===== config.mk =====
export PLATFORM = sky130hd
export DESIGN_NAME = i2c_bit_engine
export DESIGN_NICKNAME = d
export VERILOG_FILES = /design/src/rtl/i2c_bit_engine.sv
export SDC_FILE = /design/constraint.sdc
export NUM_CORES = 1
export LEC_CHECK = 0
export BUFFER_PORTS_ARGS = -buffer_cell sky130_fd_sc_hd__buf_4
export CAP_MARGIN = 20
export CELL_PAD_IN_SITES_DETAIL_PLACEMENT = 1
export CELL_PAD_IN_SITES_GLOBAL_PLACEMENT = 2
export CORE_MARGIN = 1.5
export CORE_UTILIZATION = 34
export CTS_CLUSTER_SIZE = 28
export DETAILED_ROUTE_END_ITERATION = 16
export GPL_TIMING_DRIVEN = 1
export PLACE_DENSITY_LB_ADDON = 0.1
export SETUP_SLACK_MARGIN = 0.3
export SLEW_MARGIN = 5
export SYNTH_ARGS = -nofsm -noshare
export SYNTH_HDL_FRONTEND = slang
export SYNTH_SLANG_ARGS = --single-unit

===== constraint.sdc =====
create_clock -name clk -period 5.3 [get_ports clk]
set_input_delay 1.06 -clock clk [delete_from_list [all_inputs] [get_ports clk]]
set_output_delay 1.06 -clock clk [all_outputs]
set_load 0.03 [all_outputs]

===== src/rtl/i2c_bit_engine.sv =====
module i2c_bit_engine #(
  parameter int DATA_DLY = 4
) (
  input  logic       clk,
  input  logic       rst,
  input  logic       cmd_valid,
  input  logic [1:0] cmd,
  input  logic [2:0] div_sel,
  input  logic [7:0] tx_byte,
  input  logic       send_nack,
  input  logic       sda_in,
  output logic       scl_oe,
  output logic       sda_oe,
  output logic       busy,
  output logic       done,
  output logic       ack_bit,
  output logic       cfg_err,
  output logic [7:0] rx_byte
);
  localparam int CW = 12;

  typedef enum logic [2:0] {IDLE, STA_REL, STA_HOLD, BIT_LO, BIT_HI, STP_LO, STP_HI} phase_t;
  phase_t    ph;
  logic [2:0] sel_q;
  logic [CW-1:0] cnt;
  logic [3:0] idx;
  logic       rd_q, nack_q;
  logic [7:0] sh;

  wire [3:0]    n_exp   = (sel_q == 3'd7) ? 4'd12 : {1'b0, sel_q} + 4'd6;
  wire [CW-1:0] half_m1 = (CW'(1) << (n_exp - 4'd1)) - CW'(1);
  wire          last    = cnt == half_m1;
  wire          launch  = cnt == CW'(DATA_DLY - 1);

  assign busy    = ph != IDLE;
  assign cfg_err = sel_q == 3'd7;
  assign rx_byte = sh;

  always_ff @(posedge clk) begin
    if (rst) begin
      ph <= IDLE; scl_oe <= 1'b0; sda_oe <= 1'b0; done <= 1'b0; ack_bit <= 1'b0;
      cnt <= '0; idx <= '0; sel_q <= '0; rd_q <= 1'b0; nack_q <= 1'b0; sh <= '0;
    end else begin
      done <= 1'b0;
      cnt  <= cnt + CW'(1);
      case (ph)
        IDLE: if (cmd_valid) begin
          sel_q  <= div_sel;
          cnt    <= '0;
          idx    <= '0;
          rd_q   <= cmd == 2'b11;
          nack_q <= send_nack;
          case (cmd)
            2'b00: begin ph <= STA_REL; scl_oe <= 1'b0; sda_oe <= 1'b0; end
            2'b01: begin ph <= STP_LO; scl_oe <= 1'b1; end
            default: begin
              ph <= BIT_LO; scl_oe <= 1'b1;
              sh <= (cmd == 2'b10) ? tx_byte : 8'h00;
            end
          endcase
        end
        STA_REL: if (last) begin ph <= STA_HOLD; sda_oe <= 1'b1; cnt <= '0; end
        STA_HOLD: if (last) begin ph <= IDLE; scl_oe <= 1'b1; done <= 1'b1; end
        BIT_LO: begin
          if (launch)
            sda_oe <= (idx == 4'd8) ? (rd_q & ~nack_q) : (~rd_q & ~sh[7]);
          if (last) begin ph <= BIT_HI; scl_oe <= 1'b0; cnt <= '0; end
        end
        BIT_HI: if (last) begin
          scl_oe <= 1'b1;
          cnt    <= '0;
          if (idx == 4'd8) begin
            ph <= IDLE; ack_bit <= sda_in; done <= 1'b1;
          end else begin
            ph <= BIT_LO; sh <= {sh[6:0], sda_in}; idx <= idx + 4'd1;
          end
        end
        STP_LO: begin
          if (launch) sda_oe <= 1'b1;
          if (last) begin ph <= STP_HI; scl_oe <= 1'b0; cnt <= '0; end
        end
        STP_HI: if (last) begin ph <= IDLE; sda_oe <= 1'b0; done <= 1'b1; end
        default: ph <= IDLE;
      endcase
    end
  end
endmodule


# Yosys cells after proc, flatten, opt, wreduce, memory -nomap -nowiden
# Index checks and enable logic that the tools add are counted.
# classes
n_reduce_logical	18
n_eq_ne	27
bitwise	5
addsub	5
muxes	38
shifts	1
# op_table
operator	n
two-way mux 8 bit	5
two-way mux 12 bit	2
one-hot mux 12 bit (2 select lines)	1
!= test 2 bit (second input constant)	10
two-way mux 3 bit	6
one-hot mux 3 bit (6 select lines)	1
two-way mux 4 bit	4
one-hot mux 8 bit (2 select lines)	1
adder 12 x 1 -> 12 bit (second input constant)	1
== test 12 bit	1
== test 12 x 2 -> 1 bit (second input constant)	1
== test 3 bit (second input constant)	4
two-way mux 1 bit	12
<< shifter 1 x 4 -> 12 bit (first input constant)	1
subtractor 12 x 2 -> 12 bit (second input constant)	1
!= test 2 x 1 -> 1 bit (second input constant)	4
one-hot mux 4 bit (2 select lines)	1
AND reduction 4 bit	2
OR reduction 2 bit	4
AND reduction 7 bit	1
== test 3 x 2 -> 1 bit (second input constant)	2
one-hot mux 3 bit (2 select lines)	1
AND reduction 6 bit	1
nonzero test 3 bit	2
21 further kinds	25
# word_totals
input_bits	18
elab_cells	105
out_inout_bits	14
regBits	36

# Longest topological paths before layout
# logic_depth
ltp_word	8
depth_mapped	17
mapped_depth_nobuf	16

# Worst setup path after synthesis
# OpenSTA, ideal clock, no wires.
# synth_path
path_type	register to register
from	register sel_q[1]
to	register cnt[2]
path_slack_ps	1592
n_path_buf	3
setup_time_ps	117
arrival_time_ps	3591
stages_incl_launch_ff	17
path_cell_list	dfxtp_1 buf_2 inv_1 ha_1 clkbuf_1 nor2b_1 or3b_2 ha_1 xor2_1 o21ai_1 a211oi_1 o211ai_2 nor4b_4 nand2_2 o21ai_1 buf_2 nor2_1
# synth_between
elab_chain_len	8
word_cells_on_any_way	9
# synth_lines
element	line	text
start, declared	24	logic [2:0] sel_q;
start signal, assigned	48	sel_q <= div_sel;
adder 3 x 3 -> 4 bit or == test 3 bit (tied branches)	30	wire [3:0] n_exp = (sel_q == 3'd7) ? 4'd12 : {1'b0, sel_q} + 4'd6;
two-way mux 4 bit *	30	
subtractor 4 x 1 -> 4 bit *	31	wire [CW-1:0] half_m1 = (CW'(1) << (n_exp - 4'd1)) - CW'(1);
<< shifter 1 x 4 -> 12 bit *	31	
subtractor 12 x 2 -> 12 bit *	31	
== test 12 bit *	32	wire last = cnt == half_m1;
two-way mux 12 bit *	--	
one-hot mux 12 bit (2 select lines) *	46	case (ph)
end signal, assigned	45	cnt <= cnt + CW'(1);
end, declared	25	logic [CW-1:0] cnt;
# Every way passes the cells marked *; elsewhere a longest branch is shown, timed or not.
# A chain may end at the register's enable or synchronous reset.

# Worst setup path after layout
# layout_path
from	register sel_q[2]
to	register sh[6] (netlist: rx_byte[6])
# layout_between
elab_chain_len	8
word_cells_on_any_way	9
# layout_lines
element	line	text
adder 3 x 3 -> 4 bit or == test 3 bit (tied branches)	30	
two-way mux 4 bit *	30	
subtractor 4 x 1 -> 4 bit *	31	
<< shifter 1 x 4 -> 12 bit *	31	
subtractor 12 x 2 -> 12 bit *	31	
== test 12 bit *	32	
!= test 2 bit (no line) *	--	
AND reduction 5 bit (no line) *	--	
end signal, assigned	58	sh <= (cmd == 2'b10) ? tx_byte : 8'h00;
end, declared	28	logic [7:0] sh;
# Marked as above.

==> results.cfg <==
[placed_design]
place_congestion = 0.769
hpwl_um = 5120
portBuffers = 31
pre_cts_slack_ns = 0.920

[drt]
detail-route-antenna-nets = 0
drt_iter0_markers = 79
wl_um = 7110
routed-via-count = 2421
wire_per_inst_um = 16.1
dr.pass1.iters = 4
viasPerCell = 5.49
drc_errors = 0

[logic_synthesis]
synth_top_area_share_pct = 28.3
synth_seq_cells = 36
async_flop_share_pct = 0
ys_seq_area_share_pct = 28.3
synthFlopType = dfxtp_1
syn_area_per_cell_um2 = 7.83
ys_types = 60
synth_edf_count = 0
netlist_area_um2 = 2550
syn_nets = 352
ys_top_cells_by_area = dfxtp_1 (28%), nand2_1 (5.0%), ha_1 (4.4%)
synth_most_common_cell = dfxtp_1
synth_common_cells = dfxtp_1 (36), nand2_1 (34), nor2_1 (24)
synth_cells = 325
synth_top_cell_by_area = dfxtp_1
yosys_warnings = 0

[global_route]
antenna_found_initial = 0
grt_pass1_vias = 2322
track_usage_pct = 18.7
grt_max_degree = 26
grt-ovfl-total = 0
grt_pass1_wl_um = 11700

[clock_network]
post_cts_buffers = 0
insertion_delay_ns = 0.29
hold_buffers = 0
cts_buffers = 5
clkSinkCount = 36
cts_tree = built
cts_buffer_depth = 2
post_cts_resized = 0
cts_root_buf = clkbuf_8
path_clk_slew_ns = 0.07
htreeDepth = 2

[finish]
antenna_cells = 0
final_nets = 368
drive_above_1_share_pct = 15.8
syn_to_final_growth_pct = 14.9

[setup_path]
endpoint = rx_byte[6]$_SDFFE_PP0P_
worst-r2r-setup-slack_ns = 0.90
r2r_start = sel_q[2]$_SDFFE_PP0P_
crit_path_end_kind = flop
ff2ff_path_depth = 13
cp_max_fo = 17
crit_path_start_kind = flop
path_class = reg2reg
r2r-end = rx_byte[6]$_SDFFE_PP0P_
worstPathRequired_ns = 5.49
arrival_ns = 4.59
crit_start = sel_q[2]$_SDFFE_PP0P_

[floorplan]
die_h_um = 89.5
start_util_pct = 35.1
ios = 32
fp.dieW_um = 89.5
fp-row-count = 31
core_um2 = 7250
dieArea_um2 = 8020

[pwr]
p_leak_nw = 1.13
power_density_nw_per_um2 = 266
ir_drop_v = 0.000116
total_power_w = 0.000777

[sta]
setup_viol = 0
rsz0062_at_grt = false
hold_violations = 0
tightest_slew_ns = 0.768
min_period_ns = 4.40
fin_ws_ns = 0.902
finalClockSkew_ns = 0.00977
fin_hold_ws_ns = 0.470
slew_headroom_pct = 48.8
drv_slew = 0
fmax_mhz = 227
tns_ns = 0
fin_crit_sh_pct = 83.0

[run]
drv_cap = 0

[hold_path]
hold_start = nack_q$_SDFFE_PP0P_
hold_path_class = reg2reg

[status]
status = finished, final reports clean
[registers in the layout, summed over array words and instances (netlist names), 3 cells and up]
signal,flops
sel_q,3
ph,3
idx,4
cnt,12
rx_byte,8
[stage by stage]
stage | cell area, um^2 | instances | utilization (%)
after floorplan | 2550 | 325 | -
after global placement | 2820 | 433 | 38.8
after detailed placement | 2820 | 433 | 38.8
after CTS | 2930 | 441 | 40.3
after global routing | 2930 | 441 | 40.3
final | 2930 | 441 | 40.3
[power by group]
part | internal [W] | leakage, nW | total [W] | switching (W)
Combinational | 0.0000889 | 0.778 | 0.000224 | 0.000135
Clock | 0.000139 | 0.0541 | 0.000249 | 0.000109
Sequential | 0.000284 | 0.293 | 0.000305 | 0.0000208
Total | 0.000512 | 1.13 | 0.000777 | 0.000265
[layout make-up]
cell class              count  area (um^2)
flip-flops and latches     36          721
repair buffers             33          248
clock buffers               5         68.8
fillers                   907         4330
inverters                  14         52.6
clock inverters             3         42.5
multi-input cells         251         1670
well taps                  99          124
[cell families (layout without fill, tap and decap cells)]
kind of cell	after synthesis	in the layout	share of synthesized area, %
xor gates and xnor gates	21	21	7.52
buffers and inverters	38	55	6.09
DFF	36	36	28.3
AOI/OAI and AO/OA	71	71	20.0
muxes	2	2	0.786
adders and majority gates	9	9	4.42
and+or+nand+nor	148	148	32.8
[routing by layer]
| metal | part of all wire, % | GRT usage (%) |
|---|---|---|
| met1 | 48 | 24.6 |
| met2 | 50 | 32.6 |
| met3 | 1.9 | 2.77 |
| met4 | 0.48 | 3.78 |
| met5 | 0 | 0 |
[worst max-delay path, stage by stage (launching register included)]
cell	delay, ns
dfxtp_1	0.51
inv_1	0.14
ha_1	0.65
nor2b_1	0.23
or3b_2	0.46
ha_1	0.27
nor3b_1	0.17
a41oi_1	0.19
nand3_1	0.16
xnor2_1	0.20
nor4b_4	0.46
and3_1	0.50
a211oi_1	0.09
a311oi_1	0.27
[cells in the final DEF, fill, tap and decap left out, drive strengths merged, types with 9 or more instances in the layout]
| cell | Yosys | final |
|---|---|---|
| o21ai | 9 | 9 |
| dfxtp | 36 | 36 |
| a211oi | 10 | 10 |
| ha | 9 | 9 |
| nand2 | 35 | 35 |
| buf | 10 | 33 |
| inv | 14 | 14 |
| xnor2 | 12 | 12 |
| nor3 | 11 | 11 |
| nand3 | 21 | 21 |
| a21oi | 15 | 15 |
| nor2 | 24 | 24 |
| xor2 | 9 | 9 |
[how the worst min path moves through the flow]
stage / cells past startpoint / slack (ns) / endpoint
after floorplan: 2 / 0.44 / nack_q$_SDFFE_PP0P_
after global placement: 2 / 0.45 / nack_q$_SDFFE_PP0P_
after detailed placement: 2 / 0.47 / nack_q$_SDFFE_PP0P_
after CTS: 2 / 0.48 / nack_q$_SDFFE_PP0P_
after global routing: 2 / 0.49 / nack_q$_SDFFE_PP0P_
final: 2 / 0.47 / nack_q$_SDFFE_PP0P_
Power figures use the tool's default switching activity.
